==> src/rtl/rsp_split_pkg.sv <==
package rsp_split_pkg;

    localparam int unsigned BYTE_W      = 8;
    localparam int unsigned WORD_W_DFLT = 32;

    // A byte at index b survives a log2 size of lg when b < 2**lg.
    function automatic logic keep_byte(input int unsigned b, input int unsigned lg);
        return ((b >> lg) == 0);
    endfunction

endpackage

==> src/rtl/rsp_split_slicer.sv <==
module rsp_split_slicer #(
    parameter int unsigned LINE_W = 128,
    parameter int unsigned WORD_W = 32,
    parameter int unsigned OFF_W  = 2,
    parameter int unsigned SIZE_W = 2
) (
    input  logic [LINE_W-1:0] line_i,
    input  logic [OFF_W-1:0]  off_i,
    input  logic [SIZE_W-1:0] lg_size_i,
    output logic [WORD_W-1:0] word_o
);
    import rsp_split_pkg::*;

    localparam int unsigned NWORDS = LINE_W / WORD_W;
    localparam int unsigned NBYTES = WORD_W / BYTE_W;

    logic [WORD_W-1:0] sel_word;

    always_comb begin
        sel_word = '0;
        for (int i = 0; i < NWORDS; i++) begin
            if (off_i == OFF_W'(i)) begin
                sel_word = line_i[i*WORD_W +: WORD_W];
            end
        end
    end

    genvar gb;
    generate
        for (gb = 0; gb < NBYTES; gb++) begin : g_byte
            assign word_o[gb*BYTE_W +: BYTE_W] =
                keep_byte(gb, 32'(lg_size_i)) ? sel_word[gb*BYTE_W +: BYTE_W]
                                              : {BYTE_W{1'b0}};
        end
    endgenerate

endmodule

==> src/rtl/rsp_split_table.sv <==
module rsp_split_table #(
    parameter int unsigned ENTRIES = 4,
    parameter int unsigned SLOTS   = 8,
    parameter int unsigned SRC_W   = 2,
    parameter int unsigned OFF_W   = 2,
    parameter int unsigned SIZE_W  = 2,
    parameter int unsigned TAG_W   = 2
) (
    input  logic                      clk,
    input  logic                      rst_n,
    input  logic                      wr_en_i,
    input  logic [TAG_W-1:0]          wr_tag_i,
    input  logic [SLOTS-1:0]          wr_vld_i,
    input  logic [SLOTS*SRC_W-1:0]    wr_src_i,
    input  logic [SLOTS*OFF_W-1:0]    wr_off_i,
    input  logic [SLOTS*SIZE_W-1:0]   wr_size_i,
    input  logic                      rd_en_i,
    input  logic [TAG_W-1:0]          rd_tag_i,
    output logic                      rd_hit_o,
    output logic [SLOTS-1:0]          rd_vld_o,
    output logic [SLOTS*SRC_W-1:0]    rd_src_o,
    output logic [SLOTS*OFF_W-1:0]    rd_off_o,
    output logic [SLOTS*SIZE_W-1:0]   rd_size_o
);

    typedef struct packed {
        logic [ENTRIES-1:0]                   busy;
        logic [ENTRIES-1:0][SLOTS-1:0]        vld;
        logic [ENTRIES-1:0][SLOTS*SRC_W-1:0]  src;
        logic [ENTRIES-1:0][SLOTS*OFF_W-1:0]  off;
        logic [ENTRIES-1:0][SLOTS*SIZE_W-1:0] size;
    } tbl_t;

    tbl_t tbl_d, tbl_q;

    assign rd_hit_o  = tbl_q.busy[rd_tag_i];
    assign rd_vld_o  = tbl_q.vld[rd_tag_i];
    assign rd_src_o  = tbl_q.src[rd_tag_i];
    assign rd_off_o  = tbl_q.off[rd_tag_i];
    assign rd_size_o = tbl_q.size[rd_tag_i];

    always_comb begin
        tbl_d = tbl_q;
        if (rd_en_i) begin
            tbl_d.busy[rd_tag_i] = 1'b0;
        end
        // a record in the same cycle wins over the release
        if (wr_en_i) begin
            tbl_d.busy[wr_tag_i] = 1'b1;
            tbl_d.vld[wr_tag_i]  = wr_vld_i;
            tbl_d.src[wr_tag_i]  = wr_src_i;
            tbl_d.off[wr_tag_i]  = wr_off_i;
            tbl_d.size[wr_tag_i] = wr_size_i;
        end
    end

    always_ff @(posedge clk) begin
        if (!rst_n) begin
            tbl_q <= '0;
        end else begin
            tbl_q <= tbl_d;
        end
    end


    rec_sets_busy_chk: assert property (@(posedge clk) disable iff (!rst_n)
        wr_en_i |=> tbl_q.busy[$past(wr_tag_i)]);


    rsp_frees_entry_chk: assert property (@(posedge clk) disable iff (!rst_n)
        (rd_en_i && !(wr_en_i && wr_tag_i == rd_tag_i)) |=> !tbl_q.busy[$past(rd_tag_i)]);

endmodule

==> src/rtl/resp_splitter.sv <==
module resp_splitter #(
    parameter int unsigned NUM_LANES     = 4,
    parameter int unsigned REQS_PER_LANE = 2,
    parameter int unsigned SRC_W         = 2,
    parameter int unsigned SIZE_W        = 2,
    parameter int unsigned LINE_W        = 128,
    parameter int unsigned WORD_W        = rsp_split_pkg::WORD_W_DFLT,
    parameter int unsigned NUM_ENTRIES   = 4
) (
    input  logic                                              clk,
    input  logic                                              rst_n,
    input  logic                                              rec_valid_i,
    input  logic [$clog2(NUM_ENTRIES)-1:0]                    rec_tag_i,
    input  logic [NUM_LANES*REQS_PER_LANE-1:0]                rec_slot_valid_i,
    input  logic [NUM_LANES*REQS_PER_LANE*SRC_W-1:0]          rec_src_i,
    input  logic [NUM_LANES*REQS_PER_LANE*$clog2(LINE_W/WORD_W)-1:0] rec_off_i,
    input  logic [NUM_LANES*REQS_PER_LANE*SIZE_W-1:0]         rec_size_i,
    input  logic                                              rsp_valid_i,
    input  logic [$clog2(NUM_ENTRIES)-1:0]                    rsp_tag_i,
    input  logic [LINE_W-1:0]                                 rsp_data_i,
    output logic [NUM_LANES*REQS_PER_LANE-1:0]                out_valid_o,
    output logic [NUM_LANES*REQS_PER_LANE*SRC_W-1:0]          out_src_o,
    output logic [NUM_LANES*REQS_PER_LANE*WORD_W-1:0]         out_data_o
);

    localparam int unsigned SLOTS = NUM_LANES * REQS_PER_LANE;
    localparam int unsigned TAG_W = $clog2(NUM_ENTRIES);
    localparam int unsigned OFF_W = $clog2(LINE_W / WORD_W);

    logic                    tbl_hit;
    logic [SLOTS-1:0]        tbl_vld;
    logic [SLOTS*SRC_W-1:0]  tbl_src;
    logic [SLOTS*OFF_W-1:0]  tbl_off;
    logic [SLOTS*SIZE_W-1:0] tbl_size;
    logic [SLOTS*WORD_W-1:0] sliced;

    rsp_split_table #(
        .ENTRIES (NUM_ENTRIES),
        .SLOTS   (SLOTS),
        .SRC_W   (SRC_W),
        .OFF_W   (OFF_W),
        .SIZE_W  (SIZE_W),
        .TAG_W   (TAG_W)
    ) table_i (
        .clk       (clk),
        .rst_n     (rst_n),
        .wr_en_i   (rec_valid_i),
        .wr_tag_i  (rec_tag_i),
        .wr_vld_i  (rec_slot_valid_i),
        .wr_src_i  (rec_src_i),
        .wr_off_i  (rec_off_i),
        .wr_size_i (rec_size_i),
        .rd_en_i   (rsp_valid_i),
        .rd_tag_i  (rsp_tag_i),
        .rd_hit_o  (tbl_hit),
        .rd_vld_o  (tbl_vld),
        .rd_src_o  (tbl_src),
        .rd_off_o  (tbl_off),
        .rd_size_o (tbl_size)
    );

    genvar gk;
    generate
        for (gk = 0; gk < SLOTS; gk++) begin : g_slot
            rsp_split_slicer #(
                .LINE_W (LINE_W),
                .WORD_W (WORD_W),
                .OFF_W  (OFF_W),
                .SIZE_W (SIZE_W)
            ) slicer_i (
                .line_i    (rsp_data_i),
                .off_i     (tbl_off[gk*OFF_W +: OFF_W]),
                .lg_size_i (tbl_size[gk*SIZE_W +: SIZE_W]),
                .word_o    (sliced[gk*WORD_W +: WORD_W])
            );
        end
    endgenerate

    typedef struct packed {
        logic [SLOTS-1:0]        valid;
        logic [SLOTS*SRC_W-1:0]  src;
        logic [SLOTS*WORD_W-1:0] data;
    } out_t;

    out_t out_d, out_q;

    always_comb begin
        out_d = '0;
        if (rsp_valid_i && tbl_hit) begin
            for (int k = 0; k < SLOTS; k++) begin
                if (tbl_vld[k]) begin
                    out_d.valid[k]                  = 1'b1;
                    out_d.src[k*SRC_W +: SRC_W]     = tbl_src[k*SRC_W +: SRC_W];
                    out_d.data[k*WORD_W +: WORD_W]  = sliced[k*WORD_W +: WORD_W];
                end
            end
        end
    end

    always_ff @(posedge clk) begin
        if (!rst_n) begin
            out_q <= '0;
        end else begin
            out_q <= out_d;
        end
    end

    assign out_valid_o = out_q.valid;
    assign out_src_o   = out_q.src;
    assign out_data_o  = out_q.data;


    out_needs_rsp_chk: assert property (@(posedge clk) disable iff (!rst_n)
        (|out_valid_o) |-> $past(rsp_valid_i));

    generate
        for (gk = 0; gk < SLOTS; gk++) begin : g_idle_chk

            idle_slot_zero_chk: assert property (@(posedge clk) disable iff (!rst_n)
                !out_valid_o[gk] |-> (out_src_o[gk*SRC_W +: SRC_W] == '0 &&
                                      out_data_o[gk*WORD_W +: WORD_W] == '0));
        end
    endgenerate

endmodule

==> config.mk <==
export PLATFORM = sky130hd
export DESIGN_NAME = resp_splitter
export DESIGN_NICKNAME = d
export VERILOG_FILES = /design/src/rtl/rsp_split_pkg.sv /design/src/rtl/rsp_split_slicer.sv /design/src/rtl/rsp_split_table.sv /design/src/rtl/resp_splitter.sv
export SDC_FILE = /design/constraint.sdc
export NUM_CORES = 1
export LEC_CHECK = 0
export BUFFER_PORTS_ARGS = -buffer_cell sky130_fd_sc_hd__buf_4
export CAP_MARGIN = 10
export CORE_ASPECT_RATIO = 1.2
export CORE_MARGIN = 2
export CORE_UTILIZATION = 45
export CTS_CLUSTER_DIAMETER = 40
export CTS_CLUSTER_SIZE = 30
export DETAILED_ROUTE_END_ITERATION = 12
export PLACE_DENSITY_LB_ADDON = 0.05
export SETUP_SLACK_MARGIN = 0.5
export SYNTH_ARGS = -nofsm -noshare
export SYNTH_HDL_FRONTEND = slang
export SYNTH_SLANG_ARGS = --single-unit
==> constraint.sdc <==
create_clock -name clk -period 2.8 [get_ports clk]
set_input_delay 0.56 -clock clk [delete_from_list [all_inputs] [get_ports clk]]
set_output_delay 0.56 -clock clk [all_outputs]
set_load 0.02 [all_outputs]
## Yosys cells after proc, flatten, opt, wreduce, memory -nomap -nowiden

Cells that the tools add are included.

| operators by class | value |
|---|---|
| order comparisons | 4 |
| equality and inequality tests | 24 |
| shifts and indexed selects | 32 |
| multiplexer cells | 64 |
| bitwise operators | 3 |
| reductions and logical operators | 84 |

Operator list:

| kind | number |
|---|---|
| zero test 32 bit | 32 |
| 2-to-1 mux 32 bit | 32 |
| >> shifter 1 x 2 -> 32 bit, first input constant | 16 |
| >> shifter 2 x 2 -> 32 bit, first input constant | 16 |
| 2-to-1 mux 228 bit | 1 |
| bitwise mux 64 bit | 3 |
| AND reduction 4 bit | 32 |
| binary-select mux 16 bit (select 2 bit) | 3 |
| 2-to-1 mux 16 bit | 4 |
| bitwise mux 32 bit | 1 |
| demux 16 bit (select 2 bit) | 1 |
| equality test 2 bit, second input constant | 16 |
| AND reduction 3 bit | 8 |
| binary-select mux 8 bit (select 2 bit) | 1 |
| demux 8 bit (select 2 bit) | 1 |
| equality test 2 x 1 -> 1 bit, second input constant | 8 |
| zero test 2 bit | 8 |
| 2-to-1 mux 8 bit | 2 |
| 2-to-1 mux 1 bit | 11 |
| < comparator 2 x 3 -> 1 bit, second input constant | 2 |
| AND 4 bit | 1 |
| demux 1 bit (select 2 bit) | 2 |
| >= comparator 2 x 1 -> 1 bit, second input constant | 2 |
| 2-to-1 mux 4 bit | 1 |
| other kinds (5) | 7 |

| word-level totals | value |
|---|---|
| register bits after elaboration | 508 |
| input bits | 192 |
| output and inout bits | 280 |
| logic and storage cells | 269 |

## Logic depth before layout (Yosys ltp)

| logic depth | value |
|---|---|
| word-level depth | 9 |
| mapped depth | 9 |
| gate-level depth less buffers | 4 |

## Hierarchy

A second synthesis with hierarchy kept.

| second synthesis, totals | value |
|---|---|
| cells, all modules | 2,220 |
| area, all modules | 24,868.9 um^2 |

By module, submodules not included:

| module | instances | cells an instance | area an instance (um^2) | sequential area each (um^2) |
|---|---|---|---|---|
| rsp_split_table | 1 | 876 | 9,604.2 | 4,564.4 |
| resp_splitter | 1 | 592 | 7,707.4 | 5,605.4 |
| rsp_split_slicer | 8 | 94 | 944.7 | 0.0 |

## Worst setup path before layout

OpenSTA, ideal clock, no wires.

| timing path | value |
|---|---|
| path type | input to register |
| start point | input port rsp_tag_i[0] |
| end point | register out_q, in the netlist out_data_o[206] |
| setup time | 0.112 ns |
| data arrival time | 2.178 ns |
| data required time | 2.688 ns |
| path slack | 0.509 ns |
| cell stages on the path | 8 |
| buffers on the path | 5 |
| path through | buf_6 > buf_12 > mux4_2 > buf_6 > buf_12 > buf_12 > mux2i_1 > a2111oi_1 |

| between the ends | value |
|---|---|
| word-level cells in the longest chain between the ends | 7 |
| elaborated cells between the ends (all ways) | 20 |
| classes of those cells | 3 x eq/ne; 1 x shift; 12 x mux; 4 x reduce/logical |

RTL lines:

| item | line | text |
|---|---|---|
| from (decl) | resp_splitter.sv:19 | `input logic [$clog2(NUM_ENTRIES)-1:0] rsp_tag_i,` |
| binary-select mux 16 bit (select 2 bit) | rsp_split_table.sv:39 | `assign rd_off_o = tbl_q.off[rd_tag_i];` |
| 2-to-1 mux 16 bit (implied by the code) | rsp_split_table.sv:39 |  |
| zero test 2 bit | rsp_split_slicer.sv:22 | `if (off_i == OFF_W'(i)) begin` |
| 2-to-1 mux 32 bit (4 in series) | rsp_split_slicer.sv:22 |  |
| to (signal assigned) | resp_splitter.sv:104 | `out_q <= out_d;` |
| to (decl) | resp_splitter.sv:85 | `out_t out_d, out_q;` |

Several ways; a longest one is shown, not always the timed one. The select of a mux whose other input is x is not followed.
A chain may end at the register's enable or synchronous reset.

## Final worst setup path

| timing path | value |
|---|---|
| start point | input port rsp_tag_i[0] |
| end point | register out_q, in the netlist out_data_o[104] |

Same word-level chain as after synthesis.

==> impl_metrics.csv <==
group,metric,value,unit
routing,dr.first_iter.drc_count,1414,
sta,slew_headroom,0.3528,
critical_path,worstPathArrival,2.71,ns
clock_network,clkLatencyLatePin,0.62,ns
critical_path,path_common_cell,"buf_4",
run_status,outcome,"completed",
layout,fin_nets,3157,
logic_synthesis,async_flop_share,0,
sta,slew_violations,0,
critical_path,critPathLaunchType,"primary input",
pwr,p_total,0.01936,W
job,maxCapViolCount,0,
grt,antenna_found_initial,2,
grt,grt_overflow_total,0,
routing,antenna_left,0,
sta,worst_pin_slew,0.9708,ns
clock_network,numCtsBuffers,73,
critical_path,critPathCaptureType,"register",
critical_path,crit_path_cell_trace,"buf_4, mux4_4, buf_12, buf_4, mux2i_1, a2111oi_1",
pwr,power.density,614.3,nW/um^2
critical_path,critPathRequiredTime,3.26,ns
layout,post-route-util,0.5737,
placed_design,io_buffers,471,
logic_synthesis,postSynthAreaPerCell,9.573,sq um
critical_path,crit_family,"multiplexers",
clock_network,cts_tree,"yes",
die,initial_utilization,0.4558,
critical_path,slowest_stage,"mux4_4",
clock_network,cts_sinks,508,
clock_network,h-tree-depth,3,
grt,grt_max_degree,97,
routing,drc,0,
placed_design,dp_cells,3610,
logic_synthesis,ys_ff_latch,508,
routing,firstDrtPassIters,5,
grt,grt_pass1_wl,132.8,mm
grt,grt.met1_usage,0.3722,
critical_path,crit_buf_inv,3,
routing,wl,89.55,mm
routing,vias,21453,
min_path,hp-class,"primary input to register",
sta,rsz0062_at_grt,"false",
layout,drive_gt1_frac,0.3369,
logic_synthesis,yosysSeqAreaShare,0.4062,
grt,grt_pass1_vias,20908,
logic_synthesis,ys_types,35,
sta,min_period,2.257,ns
logic_synthesis,synth_cells,2615,
clock_network,clockBufferDepth,3,
routing,wire_per_inst,23.90,microns
pwr,p_leak,11.98,nW
critical_path,worstSetupPathType,"primary input to register",
routing,viasPerCell,5.725,
critical_path,slowest_delay,0.70,ns
grt,top_usage_layer,"met2",
die,dieWidth,219.3,microns
layout,fillers,4874,
sta,fmax,443.1,MHz
die,die_y,262.4,microns
die,core,54930,sq um
die,io_pins,472,
clock_network,root_buffer,"clkbuf_16",
logic_synthesis,yosysWarningCount,0,
sta,final_hold_viol_count,0,
logic_synthesis,synth_ff_type,"dfxtp_1",
sta,period_share,0.8061,
pwr,ir_drop,0.0006259,V
layout,area_growth_syn_to_layout,25.88,%
die,dieArea,57540,sq um
logic_synthesis,syn_nets,2807,
sta,whs,0.2049,ns
placed_design,place_congestion,0.8590,
logic_synthesis,synth_edf_count,0,
layout,layout.cells.non_filler,3747,
sta,skew,0.02751,ns
clock_network,cts.clk_slew.worst_paths,0.06,ns
critical_path,cp_max_fo,46,
die,rows,94,
grt,grt.total_usage,0.3026,
grt,use_met2,0.5224,
logic_synthesis,synth_area,25030,sq um
placed_design,hpwlAfterDp,60.58,mm
clock_network,cts_setup_buffers,0,
sta,setup_viol,0,
grt,use_met3,0.04340,
## repair_timing
item / in CTS / in global routing
hold buffers: 0 / 0
hold endpoints to repair: 0 / 0
setup endpoints to repair: 0 / 2
gates resized for setup: 0 / 2
## cells in the final DEF, fill, tap and decap left out, drive strengths merged
master and n:
mux2 256, or2 1, buf 557, nor3b 1, clkinv 15, o21ai 3, and3 1, a211oi 192
mux2i 258, inv 27, dfxtp 508, a21oi 228, nand3 10, nor2 266, nand2b 1, clkinvlp 6
diode 2, mux4 56, a2111oi 64, and3b 1, nor2b 16, clkbuf 86, nand4 8, nand2 450
o22ai 1, bufinv 11, or3b 1, nand3b 1
## worst register-to-register path, stage by stage (launching register included)
cell and delay, ns:
dfxtp_1 0.31, mux4_4 0.61, buf_12 0.21, buf_4 0.32
mux2i_1 0.12, a2111oi_1 0.50
## report_power, final
group	switching, W	internal, W
registers	0.0000522	0.00734
logic	0.00116	0.000880
clock network	0.00372	0.00620
total	0.00494	0.0144
## synthesized netlist by cell type, types with 2 or more instances
library cell / number / area (sq um)
a2111oi_1: 35 / 350.3
nor2_1: 266 / 998.5
nand4_1: 6 / 37.54
a2111oi_0: 24 / 210.2
clkbuf_4: 16 / 120.1
inv_1: 10 / 37.54
mux2_2: 256 / 2883
nand3_1: 2 / 10.01
mux4_2: 43 / 968.4
buf_1: 28 / 105.1
nor2b_1: 16 / 100.1
buf_2: 55 / 275.3
nand2_1: 450 / 1689
clkbuf_1: 95 / 356.6
mux4_1: 13 / 341.6
mux2i_1: 258 / 2582
dfxtp_1: 508 / 10170
buf_4: 40 / 300.3
a21oi_1: 228 / 1141
o21ai_0: 3 / 15.01
nand4_4: 2 / 42.54
a211oi_1: 192 / 1441
buf_6: 37 / 416.7
a2111oi_2: 5 / 75.07
nand3_2: 8 / 80.08
buf_12: 10 / 200.2
## cell type report
type	instances	area, sq um	share of cell area
well taps	720	900.9	0.02859
clock buffers	86	1977	0.06273
multi-input cells	1815	13070	0.4148
repair buffers	557	4669	0.1482
diodes	2	5.005	0.0001588
flip-flops and latches	508	10170	0.3227
clock inverters	49	676.9	0.02148
inverters	10	42.54	0.001350
## path summary, 6_finish.rpt
check / from / endpoint / slack [ns] / cells past startpoint
setup / recovery: rsp_tag_i[0] / out_data_o[104] / 0.54 / 6
hold / removal: rec_slot_valid_i[7] / register / 0.20 / 3
setup reg to reg: register / out_data_o[104] / 0.57 / 5
hold reg to reg: register / register / 0.45 / 2
## through the flow
stage / TNS, ns / worst slack [ns] / area, sq um
finish: 0 / 0.5430 / 31510
global route: 0 / 0.5003 / 31510
CTS: 0 / 0.5490 / 31500
detailed placement: -0.1864 / -0.09120 / 28840
global placement: -0.1963 / -0.09211 / 28840
floorplan: 0 / 0.5094 / 25030
## cells by family after synthesis
| kind of cell | after synthesis | synth area share |
|---|---|---|
| mux | 570 | 0.2706 |
| flops | 508 | 0.4062 |
| compound gates | 488 | 0.1296 |
| simple gates | 757 | 0.1205 |
| buf+inv | 292 | 0.07297 |
## routing by layer
metal	vias up	wire length (microns)
met2	806	44770
li1	9959	-
met3	178	5470
met1	10510	35690
met5	-	0
met4	0	3620
(Power assumes the default switching activity.)
